$ cat src/rtl/uart_tx_pkg.sv
package uart_tx_pkg;

    localparam int unsigned CHAR_W = 9;
    localparam int unsigned BITCNT_W = $clog2(CHAR_W + 1);

    localparam logic ADDR_DATA = 1'b0;
    localparam logic ADDR_CTRL = 1'b1;

    typedef enum logic [1:0] {
        ST_IDLE,
        ST_START,
        ST_DATA,
        ST_STOP
    } tx_state_e;

    // Number of data bits selected by the size code
    function automatic logic [BITCNT_W-1:0] size_to_bits(input logic [2:0] code);
        case (code)
            3'd0:    return BITCNT_W'(5);
            3'd1:    return BITCNT_W'(6);
            3'd2:    return BITCNT_W'(7);
            3'd4:    return BITCNT_W'(9);
            default: return BITCNT_W'(8);
        endcase
    endfunction

endpackage

$ cat src/rtl/uart_tx_hold.sv
module uart_tx_hold #(
    parameter int unsigned DW = 9
) (
    input  logic          clk,
    input  logic          rst_n,
    input  logic          wr_req,
    input  logic [DW-1:0] wr_data,
    input  logic          take,
    output logic          full,
    output logic [DW-1:0] data
);

    typedef struct packed {
        logic          full;
        logic [DW-1:0] data;
    } hold_t;

    hold_t hold_d, hold_q;

    always_comb begin
        hold_d = hold_q;
        if (take) begin
            hold_d.full = 1'b0;
        end else if (wr_req && !hold_q.full) begin
            hold_d.full = 1'b1;
            hold_d.data = wr_data;
        end
    end

    always_ff @(posedge clk or negedge rst_n) begin
        if (!rst_n) begin
            hold_q <= '0;
        end else begin
            hold_q <= hold_d;
        end
    end

    assign full = hold_q.full;
    assign data = hold_q.data;

endmodule

$ cat src/rtl/uart_tx_shift.sv
module uart_tx_shift
    import uart_tx_pkg::*;
#(
    parameter int unsigned DW  = 9,
    parameter int unsigned TPB = 16
) (
    input  logic                clk,
    input  logic                rst_n,
    input  logic                enable,
    input  logic                tick,
    input  logic                load,
    input  logic [DW-1:0]       load_data,
    input  logic [BITCNT_W-1:0] nbits,
    input  logic                two_stop,
    output logic                idle,
    output logic                txd,
    output logic                frame_end
);

    localparam int unsigned TW = (TPB > 1) ? $clog2(TPB) : 1;
    localparam logic [TW-1:0] TICK_LAST = TW'(TPB - 1);

    typedef struct packed {
        tx_state_e           st;
        logic [DW-1:0]       sh;
        logic [TW-1:0]       tcnt;
        logic [BITCNT_W-1:0] bcnt;
        logic [BITCNT_W-1:0] nb;
        logic                two;
        logic                fend;
    } shift_t;

    shift_t sh_d, sh_q;
    logic [DW-1:0] mask;
    logic bit_end;

    // Only the selected number of low bits survive into the shifter
    always_comb begin
        for (int i = 0; i < int'(DW); i++) begin
            mask[i] = (i < int'(nbits));
        end
    end

    assign bit_end = tick && (sh_q.tcnt == TICK_LAST);

    always_comb begin
        sh_d      = sh_q;
        sh_d.fend = 1'b0;
        if (!enable) begin
            sh_d.st   = ST_IDLE;
            sh_d.tcnt = '0;
            sh_d.bcnt = '0;
        end else begin
            if (tick) begin
                sh_d.tcnt = bit_end ? '0 : sh_q.tcnt + 1'b1;
            end
            case (sh_q.st)
                ST_IDLE: begin
                    sh_d.tcnt = '0;
                    if (load) begin
                        sh_d.st   = ST_START;
                        sh_d.sh   = load_data & mask;
                        sh_d.nb   = nbits;
                        sh_d.two  = two_stop;
                        sh_d.bcnt = '0;
                    end
                end
                ST_START: begin
                    if (bit_end) begin
                        sh_d.st = ST_DATA;
                    end
                end
                ST_DATA: begin
                    if (bit_end) begin
                        sh_d.sh = sh_q.sh >> 1;
                        if (sh_q.bcnt == BITCNT_W'(sh_q.nb - 1'b1)) begin
                            sh_d.st   = ST_STOP;
                            sh_d.bcnt = '0;
                        end else begin
                            sh_d.bcnt = sh_q.bcnt + 1'b1;
                        end
                    end
                end
                ST_STOP: begin
                    if (bit_end) begin
                        if (sh_q.two && (sh_q.bcnt == '0)) begin
                            sh_d.bcnt = BITCNT_W'(1);
                        end else begin
                            sh_d.st   = ST_IDLE;
                            sh_d.fend = 1'b1;
                        end
                    end
                end
                default: sh_d.st = ST_IDLE;
            endcase
        end
    end

    always_ff @(posedge clk or negedge rst_n) begin
        if (!rst_n) begin
            sh_q    <= '0;
            sh_q.st <= ST_IDLE;
        end else begin
            sh_q <= sh_d;
        end
    end

    assign idle      = (sh_q.st == ST_IDLE);
    assign frame_end = sh_q.fend;
    assign txd       = (sh_q.st == ST_START) ? 1'b0 :
                       (sh_q.st == ST_DATA)  ? sh_q.sh[0] : 1'b1;

endmodule

$ cat src/rtl/uart_tx_flags.sv
module uart_tx_flags (
    input  logic clk,
    input  logic rst_n,
    input  logic frame_end,
    input  logic hold_full,
    input  logic clr_wr,
    input  logic ack,
    input  logic ie_empty,
    input  logic ie_done,
    output logic done,
    output logic irq_empty,
    output logic irq_done
);

    typedef struct packed {
        logic done;
    } flag_t;

    flag_t fl_d, fl_q;

    always_comb begin
        fl_d = fl_q;
        if (frame_end && !hold_full) begin
            fl_d.done = 1'b1;
        end else if (clr_wr || ack) begin
            fl_d.done = 1'b0;
        end
    end

    always_ff @(posedge clk or negedge rst_n) begin
        if (!rst_n) begin
            fl_q <= '0;
        end else begin
            fl_q <= fl_d;
        end
    end

    assign done      = fl_q.done;
    assign irq_empty = ie_empty && !hold_full;
    assign irq_done  = ie_done && fl_q.done;

endmodule

$ cat src/rtl/uart_tx_buffer.sv
module uart_tx_buffer
    import uart_tx_pkg::*;
#(
    parameter int unsigned TICKS_PER_BIT = 16
) (
    input  logic              clk,
    input  logic              rst_n,
    input  logic              wr_en,
    input  logic              wr_addr,
    input  logic [CHAR_W-1:0] wr_data,
    input  logic              tx_enable,
    input  logic              baud_tick,
    input  logic [2:0]        char_size,
    input  logic              two_stop,
    input  logic              ie_empty,
    input  logic              ie_done,
    input  logic              done_ack,
    output logic              txd,
    output logic              buf_empty,
    output logic              tx_done,
    output logic              irq_empty,
    output logic              irq_done
);

    logic              wr_req;
    logic              clr_wr;
    logic              hold_full;
    logic [CHAR_W-1:0] hold_data;
    logic              shift_idle;
    logic              load;
    logic              frame_end;

    assign wr_req = wr_en && (wr_addr == ADDR_DATA);
    assign clr_wr = wr_en && (wr_addr == ADDR_CTRL) && wr_data[0];
    assign load   = tx_enable && shift_idle && hold_full;

    uart_tx_hold #(
        .DW(CHAR_W)
    ) u_hold (
        .clk     (clk),
        .rst_n   (rst_n),
        .wr_req  (wr_req),
        .wr_data (wr_data),
        .take    (load),
        .full    (hold_full),
        .data    (hold_data)
    );

    uart_tx_shift #(
        .DW  (CHAR_W),
        .TPB (TICKS_PER_BIT)
    ) u_shift (
        .clk       (clk),
        .rst_n     (rst_n),
        .enable    (tx_enable),
        .tick      (baud_tick),
        .load      (load),
        .load_data (hold_data),
        .nbits     (size_to_bits(char_size)),
        .two_stop  (two_stop),
        .idle      (shift_idle),
        .txd       (txd),
        .frame_end (frame_end)
    );

    uart_tx_flags u_flags (
        .clk       (clk),
        .rst_n     (rst_n),
        .frame_end (frame_end),
        .hold_full (hold_full),
        .clr_wr    (clr_wr),
        .ack       (done_ack),
        .ie_empty  (ie_empty),
        .ie_done   (ie_done),
        .done      (tx_done),
        .irq_empty (irq_empty),
        .irq_done  (irq_done)
    );

    assign buf_empty = !hold_full;

endmodule

$ cat config.mk
export PLATFORM = sky130hd
export DESIGN_NAME = uart_tx_buffer
export DESIGN_NICKNAME = d
export VERILOG_FILES = /design/src/rtl/uart_tx_pkg.sv /design/src/rtl/uart_tx_hold.sv /design/src/rtl/uart_tx_shift.sv /design/src/rtl/uart_tx_flags.sv /design/src/rtl/uart_tx_buffer.sv
export SDC_FILE = /design/constraint.sdc
export NUM_CORES = 1
export LEC_CHECK = 0
export BUFFER_PORTS_ARGS = -buffer_cell sky130_fd_sc_hd__buf_2
export CAP_MARGIN = 15
export CORE_MARGIN = 5
export CORE_UTILIZATION = 55
export CTS_BUF_LIST = sky130_fd_sc_hd__clkbuf_4 sky130_fd_sc_hd__clkbuf_8 sky130_fd_sc_hd__clkbuf_16
export DETAILED_ROUTE_END_ITERATION = 10
export GPL_ROUTABILITY_DRIVEN = 0
export PLACE_DENSITY = 0.77
export SETUP_SLACK_MARGIN = 0.02
export SLEW_MARGIN = 20
export SYNTH_ARGS = -nofsm -noshare
export SYNTH_HDL_FRONTEND = slang
export SYNTH_SLANG_ARGS = --single-unit
export TNS_END_PERCENT = 100
$ cat constraint.sdc
create_clock -name clk -period 2.19 [get_ports clk]
set_input_delay 0.438 -clock clk [delete_from_list [all_inputs] [get_ports clk]]
set_output_delay 0.438 -clock clk [all_outputs]
set_load 0.005 [all_outputs]
==> results of run 1 <==
[final cells by class]
class | instances | share of cell area (%)
clock inverters | 3 | 2.13
inverters | 13 | 2.24
multi-input cells | 122 | 42.7
flip-flops and latches | 36 | 41.4
well taps | 46 | 2.65
repair buffers | 29 | 7.19
clock buffers | 5 | 1.73
[stage by stage]
stage	cell area [µm²]	util [%]	power, mW	hold WS [ns]	setup slack [ns]
finish	2180	65.2	2.72	0.157	0.132
global route	2180	65.2	2.96	0.193	0.0254
CTS	2170	65.1	2.74	0.166	0.0685
detailed placement	2090	62.5	2.25	0.470	0.216
global placement	2090	62.5	2.18	0.455	0.268
floorplan	1910	-	1.98	0.142	0.317
[what timing repair did]
action / 4_1_cts / 5_1_grt
endpoints found under the hold margin: 0 / 0
gates resized for setup: 1 / 1
hold buffers: 0 / 0
setup endpoints to repair: 1 / 1
[registers in the layout, indices dropped and copies added, names as in the netlist]
register and count:
u_hold.data 9, u_shift.frame_end 1, u_flags.done 1, u_shift.sh_q 24, u_hold.full 1
[cell families after synthesis]
| family | after synthesis | share of synthesized area [%] |
|---|---|---|
| and+or+nand+nor | 53 | 15.4 |
| DFF | 36 | 47.3 |
| buffers and inverters | 19 | 4.14 |
| AOI/OAI and AO/OA | 36 | 13.4 |
| adders and majority gates | 8 | 5.25 |
| muxes | 19 | 10.7 |
| xor gates and xnor gates | 6 | 3.87 |
[how the worst min path moves through the flow]
stage,from,to,slack [ns],cells after the start
floorplan,rst_n,u_flags.done,0.14,0
global placement,u_shift.frame_end,u_flags.done,0.46,1
detailed placement,u_shift.frame_end,u_flags.done,0.47,1
CTS,rst_n,u_shift.sh_q[12],0.17,1
global route,rst_n,u_shift.sh_q[12],0.19,1
finish,rst_n,u_shift.sh_q[12],0.16,1
[power groups by stage]
stage | sequential (mW) | combinational, mW | clock [mW]
after floorplan | 1.04 | 0.933 | 0
after global placement | 1.07 | 1.11 | 0
after detailed placement | 1.09 | 1.16 | 0
after CTS | 1.08 | 1.16 | 0.504
after global routing | 1.11 | 1.31 | 0.541
final | 1.07 | 1.16 | 0.487
[metal layers]
metal  part of all wire (%)  up-vias
li1                       -      682
met1                     41      639
met2                     51       27
met3                    4.7       11
met4                    3.1        0
met5                      0        -
[layout by cell type (no fill, tap or decap), types with 2 or more instances in the layout]
cell type / instances
o21ai_0: 3
a21oi_1: 16
and3_1: 2
nor2_1: 16
nand2b_1: 3
a21o_1: 2
mux2_2: 11
a21boi_0: 2
clkbuf_4: 5
buf_4: 2
nor4_1: 2
ha_1: 7
buf_2: 26
inv_1: 13
nand3_1: 5
xor2_1: 3
mux2i_1: 8
nand2_1: 11
a311o_1: 2
nor2b_1: 3
dfrtp_1: 36
==> results.ini, run 1 <==
[run_status]
status = finished, final reports clean

[routing]
first_pass_iters = 4
drcViolationCount = 0
routedWlPerCell_um = 13.7
drt_iter0_markers = 41
vias = 1359
routed_wl_um = 3490
ant_nets = 0
via_per_inst = 5.35

[power]
p_sw_share_pct = 36.4
power_frac_seq_pct = 39.5
p_leak_nw = 1.02
p_per_area_mw_per_mm2 = 1250
pwr-share-clk_pct = 17.9
peakVddDrop_mv = 0.680
share_comb_of_total_power_pct = 42.6
p_int_mw = 1.73
switchingPower_uw = 991

[cts]
cts.clk_slew.worst_paths_ns = 0.12
cts_buffers = 5
h-tree-depth = 2
cts_root_buffer = clkbuf_4
clk_latency_ns = 0.35
clk_path_buf_depth = 2
cts_tree = yes
post_cts_buffers = 0
numClockSinks = 36

[timing]
final.min_clock_period_ns = 2.06
setup_viol = 0
rsz0062_at_grt = false
period_share_pct = 94.0
drv_slew = 0
clock_skew_ns = 0.0123
final-hold-violation-count = 0
tns_ns = 0
clock.fmax_ghz = 0.486
worst_pin_slew_ns = 0.812
max-slew-margin-rel_pct = 45.9

[grt]
use_met3_pct = 6.32
grt_util_met1_pct = 20.0
grt_pass1_wl_um = 6150
grt_max_degree = 37
grt_pass1_vias = 1412
track_usage_pct = 18.0
top_usage_layer = met2
antenna_found_initial = 0
overflow = 0
global_route.usage.met2_pct = 29.9

[floorplan]
core_area_mm2 = 0.00334
rows = 21
start_util_pct = 57.1
pin_count = 27
chipWidth_um = 68.9
die_h_um = 68.9
dieArea_mm2 = 0.00474

[logic_synthesis]
syn_inst = 177
post_synth_num_cell_types = 46
yosysSeqAreaShare_pct = 47.3
synth_commonest_cells = dfrtp_1 (36), a21oi_1 (16), nor2_1 (16)
post-synth-top-count-cell = dfrtp_1
synth_top_area_cell = dfrtp_1
yosysTopAreaCellShare_pct = 47.3
synth-seq-cells = 36
synth_edf_count = 0
synth_nets = 207
ys_top_cells_by_area = dfrtp_1 (47%), mux2_2 (6.5%), ha_1 (5.3%)
synth.avg_cell_area_um2 = 10.8
yosys_warnings = 0
synth_ff_type = dfrtp_1
syn_area_mm2 = 0.00191
synthArstFlopShare_pct = 100

[worst_setup_path]
path_class = reg2out
critPathRequiredTime_ns = 1.75
crit_fanout = 14
crit_path_end = txd
cp-start-kind = register
cpPeakStageDelay_ns = 0.44
critical_path.slowest_cell = dfrtp_1
critPathBufInv = 3
r2r_cells = 7
cp-end-kind = primary output
arrival_ns = 1.62
reg2reg_to = u_shift.sh_q[6]
cp_top_family = buffers and inverters
startpoint = u_shift.sh_q[23]
crit_chain = inv_1, ha_2, buf_6, a21oi_1, buf_2
r2r_slack_ns = 0.19
cp.depth = 5
rr_startpoint = u_shift.sh_q[2]

[place]
portBuffers = 26
hpwl_um = 2630
place_inst = 246

[flow_run]
maxCapViolCount = 0

[final_layout]
layoutNonFillerInstCount = 254
fillers = 285
drive_above_1_share_pct = 27.4
multiInputGateArea_um2 = 928
syn_to_final_growth_pct = 14.2
layout.nets = 237
register_area_um2 = 901
antenna_cells = 0

[hold_path]
hold_path.class = in2async

Power figures use the tool's default switching activity.
==> run 2, diff against run 1 <==
--- a/config.mk
+++ b/config.mk
@@ -12,7 +12,7 @@
 export CTS_BUF_LIST = sky130_fd_sc_hd__clkbuf_4 sky130_fd_sc_hd__clkbuf_8 sky130_fd_sc_hd__clkbuf_16
 export DETAILED_ROUTE_END_ITERATION = 10
 export GPL_ROUTABILITY_DRIVEN = 0
-export PLACE_DENSITY = 0.77
+export PLACE_DENSITY_LB_ADDON = 0.05
 export SETUP_SLACK_MARGIN = 0.02
 export SLEW_MARGIN = 20
 export SYNTH_ARGS = -nofsm -noshare
==> results.ini, run 2 (synthesis gave the netlist of run 1 again) <==
[routing]
first_pass_iters = 2  ; was 4
ant_nets = 0  ; unchanged
routedWlPerCell_um = 14.3  ; was 13.7 µm
via_per_inst = 5.40  ; was 5.35
drcViolationCount = 0  ; unchanged
vias = 1371  ; was 1359
routed_wl_um = 3620  ; was 3490 µm
drt_iter0_markers = 58  ; was 41

[worst_setup_path]
cp-start-kind = register  ; unchanged
arrival_ns = 2.30  ; was 1.62 ns
cp_top_family = flip-flops  ; was buffers and inverters
cp-end-kind = register  ; was primary output
crit_fanout = 4  ; was 14
critical_path.slowest_cell = dfrtp_1  ; unchanged
r2r_cells = 7  ; unchanged
cp.depth = 7  ; was 5
cpPeakStageDelay_ns = 0.43  ; was 0.44 ns
crit_chain = inv_1, ha_1, xnor3_1, nand3_1, or2_4, a221oi_2, mux2i_1  ; was inv_1, ha_2, buf_6, a21oi_1, buf_2
path_class = reg2reg  ; was reg2out
critPathBufInv = 1  ; was 3
critPathRequiredTime_ns = 2.47  ; was 1.75 ns

[timing]
setup_viol = 0  ; unchanged
final.min_clock_period_ns = 2.01  ; was 2.06 ns
drv_slew = 0  ; unchanged
period_share_pct = 91.9  ; was 94.0%
worst_pin_slew_ns = 0.793  ; was 0.812 ns
clock.fmax_ghz = 0.497  ; was 0.486 GHz
tns_ns = 0  ; unchanged
max-slew-margin-rel_pct = 47.1  ; was 45.9%
clock_skew_ns = 0.00708  ; was 0.0123 ns
final-hold-violation-count = 0  ; unchanged
holdWs_ns = 0.153  ; was 0.157 ns
setup_ws_ns = 0.177  ; was 0.132 ns
rsz0062_at_grt = false  ; unchanged

[cts]
clk_path_buf_depth = 2  ; unchanged
cts_tree = yes  ; unchanged
clk_latency_ns = 0.35  ; about the same
h-tree-depth = 2  ; unchanged
cts_buffers = 5  ; unchanged
cts_root_buffer = clkbuf_4  ; unchanged
cts.clk_slew.worst_paths_ns = 0.12  ; about the same
post_cts_buffers = 0  ; unchanged
numClockSinks = 36  ; unchanged

[grt]
grt_max_degree = 37  ; unchanged
use_met3_pct = 4.86  ; was 6.32%
antenna_found_initial = 0  ; unchanged
track_usage_pct = 17.9  ; was 18.0%
global_route.usage.met2_pct = 31.4  ; was 29.9%
grt_pass1_vias = 1403  ; was 1412
grt_pass1_wl_um = 6150  ; about the same
overflow = 0  ; unchanged
grt_util_met1_pct = 20.8  ; was 20.0%
top_usage_layer = met2  ; unchanged

[power]
pwr-share-clk_pct = 17.8  ; was 17.9%
p_int_mw = 1.74  ; was 1.73 mW
switchingPower_mw = 1.02  ; was 991 µW
p_per_area_mw_per_mm2 = 1260  ; was 1250 mW/mm²
power_frac_seq_pct = 39.3  ; was 39.5%
p_total_mw = 2.75  ; was 2.72 mW
share_comb_of_total_power_pct = 42.9  ; was 42.6%
p_leak_nw = 1.02  ; about the same
p_sw_share_pct = 36.9  ; was 36.4%
peakVddDrop_mv = 0.530  ; was 0.680 mV

[floorplan]
chipWidth_um = 68.9  ; unchanged
core_area_mm2 = 0.00334  ; unchanged
rows = 21  ; unchanged
die_h_um = 68.9  ; unchanged
pin_count = 27  ; unchanged
dieArea_mm2 = 0.00474  ; unchanged
start_util_pct = 57.1  ; unchanged

[place]
hpwl_um = 2760  ; was 2630 µm
portBuffers = 26  ; unchanged
place_ws_ns = 0.205  ; was 0.216 ns

[run_status]
status = finished, final reports clean  ; unchanged

[final_layout]
largest_register_ffs = 24  ; unchanged
antenna_cells = 0  ; unchanged
syn_to_final_growth_pct = 14.7  ; was 14.2%
final_common_cell = dfrtp_1  ; unchanged
fillers = 286  ; was 285
most-common-layout-cells = dfrtp_1 (36), buf_2 (26), a21oi_1 (16), nor2_1 (16), inv_1 (13)  ; unchanged
register_area_um2 = 901  ; unchanged
top_register = u_shift.sh_q  ; unchanged
drive_above_1_share_pct = 27.4  ; unchanged
multiInputGateArea_um2 = 938  ; was 928 µm²
layout.nets = 237  ; unchanged

[hold_path]
hold_path.class = in2async  ; unchanged

[flow_run]
maxCapViolCount = 0  ; unchanged

-- run 2: cell count changes in the layout (fill, tap and decap cells not counted) --
cell and change:
ha_2 -1, ha_4 +1
-- run 2: path summary, 6_finish.rpt --
check	from	endpoint	slack [ns]
worst max-delay path	u_shift.sh_q[2]	u_shift.sh_q[23]	0.18
worst min register to register	u_shift.frame_end	u_flags.done	0.48
worst max register to register	u_shift.sh_q[2]	u_shift.sh_q[23]	0.18
max in group asynchronous	rst_n	u_shift.sh_q[18]	1.54
worst min-delay path	rst_n	u_shift.sh_q[7]	0.15
min in group clk	wr_data[2]	u_hold.data[2]	0.31
-- run 2: stage by stage --
stage | util [%] | area (µm²) | cells
5_1_grt | 65.5 | 2190 | 254
3_3_place_gp | 62.5 | 2090 | 246
3_5_place_dp | 62.5 | 2090 | 246
4_1_cts | 65.1 | 2170 | 254
2_1_floorplan | - | 1910 | 177
6_report | 65.5 | 2190 | 254
-- run 2: repair_timing --
| item | 4_1_cts | 5_1_grt |
|---|---|---|
| endpoints found under the setup margin | 1 | 1 |
| gates resized for setup | 1 | 2 |
| hold buffers | 0 | 0 |
-- run 2: metal layers --
layer | vias to the layer above | routed length, µm
met2 | 21 | 1820
met1 | 659 | 1590
met3 | 8 | 164
met5 | - | 0
li1 | 683 | -
met4 | 0 | 52
-- run 2: final cells by class --
class	instances	share of cell area, %
timing repair buffer	29	7.16
inverter	13	2.23
clock buffer	5	1.72
multi-input combinational	122	42.9
sequential	36	41.2
tap	46	2.63
clock inverter	3	2.12
-- run 2: worst register-to-register path: cells and delay by family, from the launching register on --
kind            cells  cell delay [ns]
flops               1             0.43
fa+ha+maj           1             0.20
xor+xnor            1             0.35
compound gates      1             0.32
simple gates        2             0.34
mux                 1             0.23
buf+inv             1             0.06
-- run 2: power groups by stage --
stage                     combinational (mW)  clock [mW]  sequential [mW]
after floorplan                        0.933           0             1.04
after global placement                  1.12           0             1.08
after detailed placement                1.17           0             1.09
after CTS                               1.19       0.506             1.08
after global routing                    1.33       0.532             1.12
final                                   1.18       0.490             1.08
==> run 3, diff against run 2 <==
--- a/config.mk
+++ b/config.mk
@@ -8,7 +8,7 @@
 export BUFFER_PORTS_ARGS = -buffer_cell sky130_fd_sc_hd__buf_2
 export CAP_MARGIN = 15
 export CORE_MARGIN = 5
-export CORE_UTILIZATION = 55
+export CORE_UTILIZATION = 51
 export CTS_BUF_LIST = sky130_fd_sc_hd__clkbuf_4 sky130_fd_sc_hd__clkbuf_8 sky130_fd_sc_hd__clkbuf_16
 export DETAILED_ROUTE_END_ITERATION = 10
 export GPL_ROUTABILITY_DRIVEN = 0
==> results.ini, run 3 (synthesis gave the netlist of run 1 again) <==
[power]
peakVddDrop_mv = 0.619  ; was 0.530 mV
p_sw_share_pct = 35.6  ; was 36.9%
p_per_area_mw_per_mm2 = 1280  ; was 1260 mW/mm²
p_leak_nw = 1.03  ; was 1.02 nW
power_frac_seq_pct = 38.3  ; was 39.3%
share_comb_of_total_power_pct = 40.9  ; was 42.9%
pwr-share-clk_pct = 20.8  ; was 17.8%
p_int_mw = 1.82  ; was 1.74 mW
switchingPower_mw = 1.01  ; was 1.02 mW

[final_layout]
most-common-layout-cells = dfrtp_1 (36), buf_2 (26), a21oi_1 (16), nor2_1 (16), inv_1 (13)  ; unchanged
drive_above_1_share_pct = 27.4  ; unchanged
register_area_um2 = 901  ; unchanged
fillers = 323  ; was 286
largest_register_ffs = 24  ; unchanged
layoutNonFillerInstCount = 256  ; was 254
multiInputGateArea_um2 = 928  ; was 938 µm²
layout.nets = 237  ; unchanged
top_register = u_shift.sh_q  ; unchanged
antenna_cells = 0  ; unchanged
final_common_cell = dfrtp_1  ; unchanged
syn_to_final_growth_pct = 15.6  ; was 14.7%

[timing]
clock_skew_ns = 0.00858  ; was 0.00708 ns
clock.fmax_ghz = 0.491  ; was 0.497 GHz
drv_slew = 0  ; unchanged
setup_ws_ns = 0.155  ; was 0.177 ns
worst_pin_slew_ns = 0.811  ; was 0.793 ns
rsz0062_at_grt = false  ; unchanged
setup_viol = 0  ; unchanged
period_share_pct = 92.9  ; was 91.9%
final.min_clock_period_ns = 2.04  ; was 2.01 ns
final-hold-violation-count = 0  ; unchanged
tns_ns = 0  ; unchanged
max-slew-margin-rel_pct = 46.0  ; was 47.1%

[worst_setup_path]
cp.depth = 5  ; was 7
critical_path.slowest_cell = dfrtp_1  ; unchanged
crit_fanout = 14  ; was 4
crit_chain = inv_1, ha_2, buf_4, a21oi_1, buf_2  ; was inv_1, ha_1, xnor3_1, nand3_1, or2_4, a221oi_2, mux2i_1
path_class = reg2out  ; was reg2reg
r2r_slack_ns = 0.17  ; was 0.18 ns
cp-end-kind = primary output  ; was register
r2r_cells = 7  ; unchanged
cp-start-kind = register  ; unchanged
cp_top_family = buffers and inverters  ; was flip-flops
cpPeakStageDelay_ns = 0.43  ; about the same
critPathBufInv = 3  ; was 1
critPathRequiredTime_ns = 1.75  ; was 2.47 ns
arrival_ns = 1.60  ; was 2.30 ns

[grt]
antenna_found_initial = 0  ; unchanged
track_usage_pct = 16.0  ; was 17.9%
grt_max_degree = 37  ; unchanged
grt_pass1_vias = 1448  ; was 1403
overflow = 0  ; unchanged
grt_pass1_wl_um = 6490  ; was 6150 µm

[cts]
cts_buffers = 5  ; unchanged
numClockSinks = 36  ; unchanged
cts.clk_slew.worst_paths_ns = 0.08  ; was 0.12 ns
cts_tree = yes  ; unchanged
h-tree-depth = 2  ; unchanged
clk_path_buf_depth = 2  ; unchanged
cts_root_buffer = clkbuf_8  ; was clkbuf_4
ctsHoldBuffers = 0  ; unchanged
clk_latency_ns = 0.29  ; was 0.35 ns

[place]
place_ws_ns = 0.192  ; was 0.205 ns
hpwl_um = 2680  ; was 2760 µm
place_inst = 248  ; was 246
portBuffers = 26  ; unchanged

[floorplan]
pin_count = 27  ; unchanged
core_area_mm2 = 0.00363  ; was 0.00334 mm²
start_util_pct = 52.4  ; was 57.1%
chipWidth_um = 71.1  ; was 68.9 µm
die_h_um = 71.1  ; was 68.9 µm
rows = 22  ; was 21
dieArea_mm2 = 0.00506  ; was 0.00474 mm²

[flow_run]
maxCapViolCount = 0  ; unchanged

[routing]
first_pass_iters = 5  ; was 2
ant_nets = 0  ; unchanged
routedWlPerCell_um = 14.2  ; was 14.3 µm
drt_iter0_markers = 92  ; was 58
drcViolationCount = 0  ; unchanged
vias = 1384  ; was 1371
routed_wl_um = 3640  ; was 3620 µm
via_per_inst = 5.41  ; was 5.40

[hold_path]
hold_path.class = in2async  ; unchanged

[run_status]
status = finished, final reports clean  ; unchanged

-- run 3: changes by cell type in the layout (fill, tap and decap cells not counted), sizes merged --
cell,previous run,this run
inv,14,13
clkinv,0,1
-- run 3: final cells by class --
type / instances / share of cell area, %
tap: 48 / 2.73
clock buffer: 5 / 3.13
sequential: 36 / 40.9
multi-input combinational: 122 / 42.2
timing repair buffer: 29 / 6.93
clock inverter: 3 / 1.93
inverter: 13 / 2.22
-- run 3: repair_timing --
| item | in CTS | in global routing |
|---|---|---|
| endpoints found under the hold margin | 0 | 0 |
| buffers inserted | 0 | 0 |
| resized for setup | 0 | 1 |
| endpoints found under the setup margin | 0 | 1 |
-- run 3: metrics by stage --
step | util (%) | power (mW) | area, µm² | hold WS [ns]
5_1_grt | 60.6 | 3.06 | 2200 | 0.304
3_5_place_dp | 57.5 | 2.26 | 2090 | 0.458
3_3_place_gp | 57.5 | 2.20 | 2090 | 0.455
4_1_cts | 60.5 | 2.86 | 2200 | 0.270
2_1_floorplan | - | 1.98 | 1910 | 0.142
6_report | 60.6 | 2.83 | 2200 | 0.238
-- run 3: final timing paths --
| kind | from | endpoint |
|---|---|---|
| min in group clk | wr_data[5] | u_hold.data[5] |
| setup / recovery | u_shift.sh_q[23] | txd |
| max in group asynchronous | rst_n | u_hold.full |
| hold reg to reg | u_shift.frame_end | u_flags.done |
| setup reg to reg | u_shift.sh_q[2] | u_shift.sh_q[6] |
| hold / removal | rst_n | u_shift.sh_q[19] |
-- run 3: power by group through the flow --
| stage | logic (mW) | registers (mW) | clock network [mW] |
|---|---|---|---|
| detailed placement | 1.16 | 1.10 | 0 |
| global placement | 1.12 | 1.08 | 0 |
| CTS | 1.17 | 1.09 | 0.603 |
| finish | 1.16 | 1.08 | 0.587 |
| floorplan | 0.933 | 1.04 | 0 |
| global route | 1.30 | 1.12 | 0.638 |
-- run 3: metal layers --
metal	wire [µm]	track usage, %	vias to the layer above
met1	1680	20.7	666
met3	166	4.69	4
li1	-	-	679
met2	1770	25.6	35
met5	0	0	-
met4	25	5.43	0
-- run 3: worst reg2reg max path, delay by kind of cell (launching register included) --
kind / cells / cell delay (ns)
AO/OA/AOI/OAI: 1 / 0.36
buffers and inverters: 1 / 0.06
AND/OR/NAND/NOR: 3 / 0.51
flip-flops: 1 / 0.43
XOR/XNOR: 1 / 0.36
adder cells (fa/ha/maj): 1 / 0.19
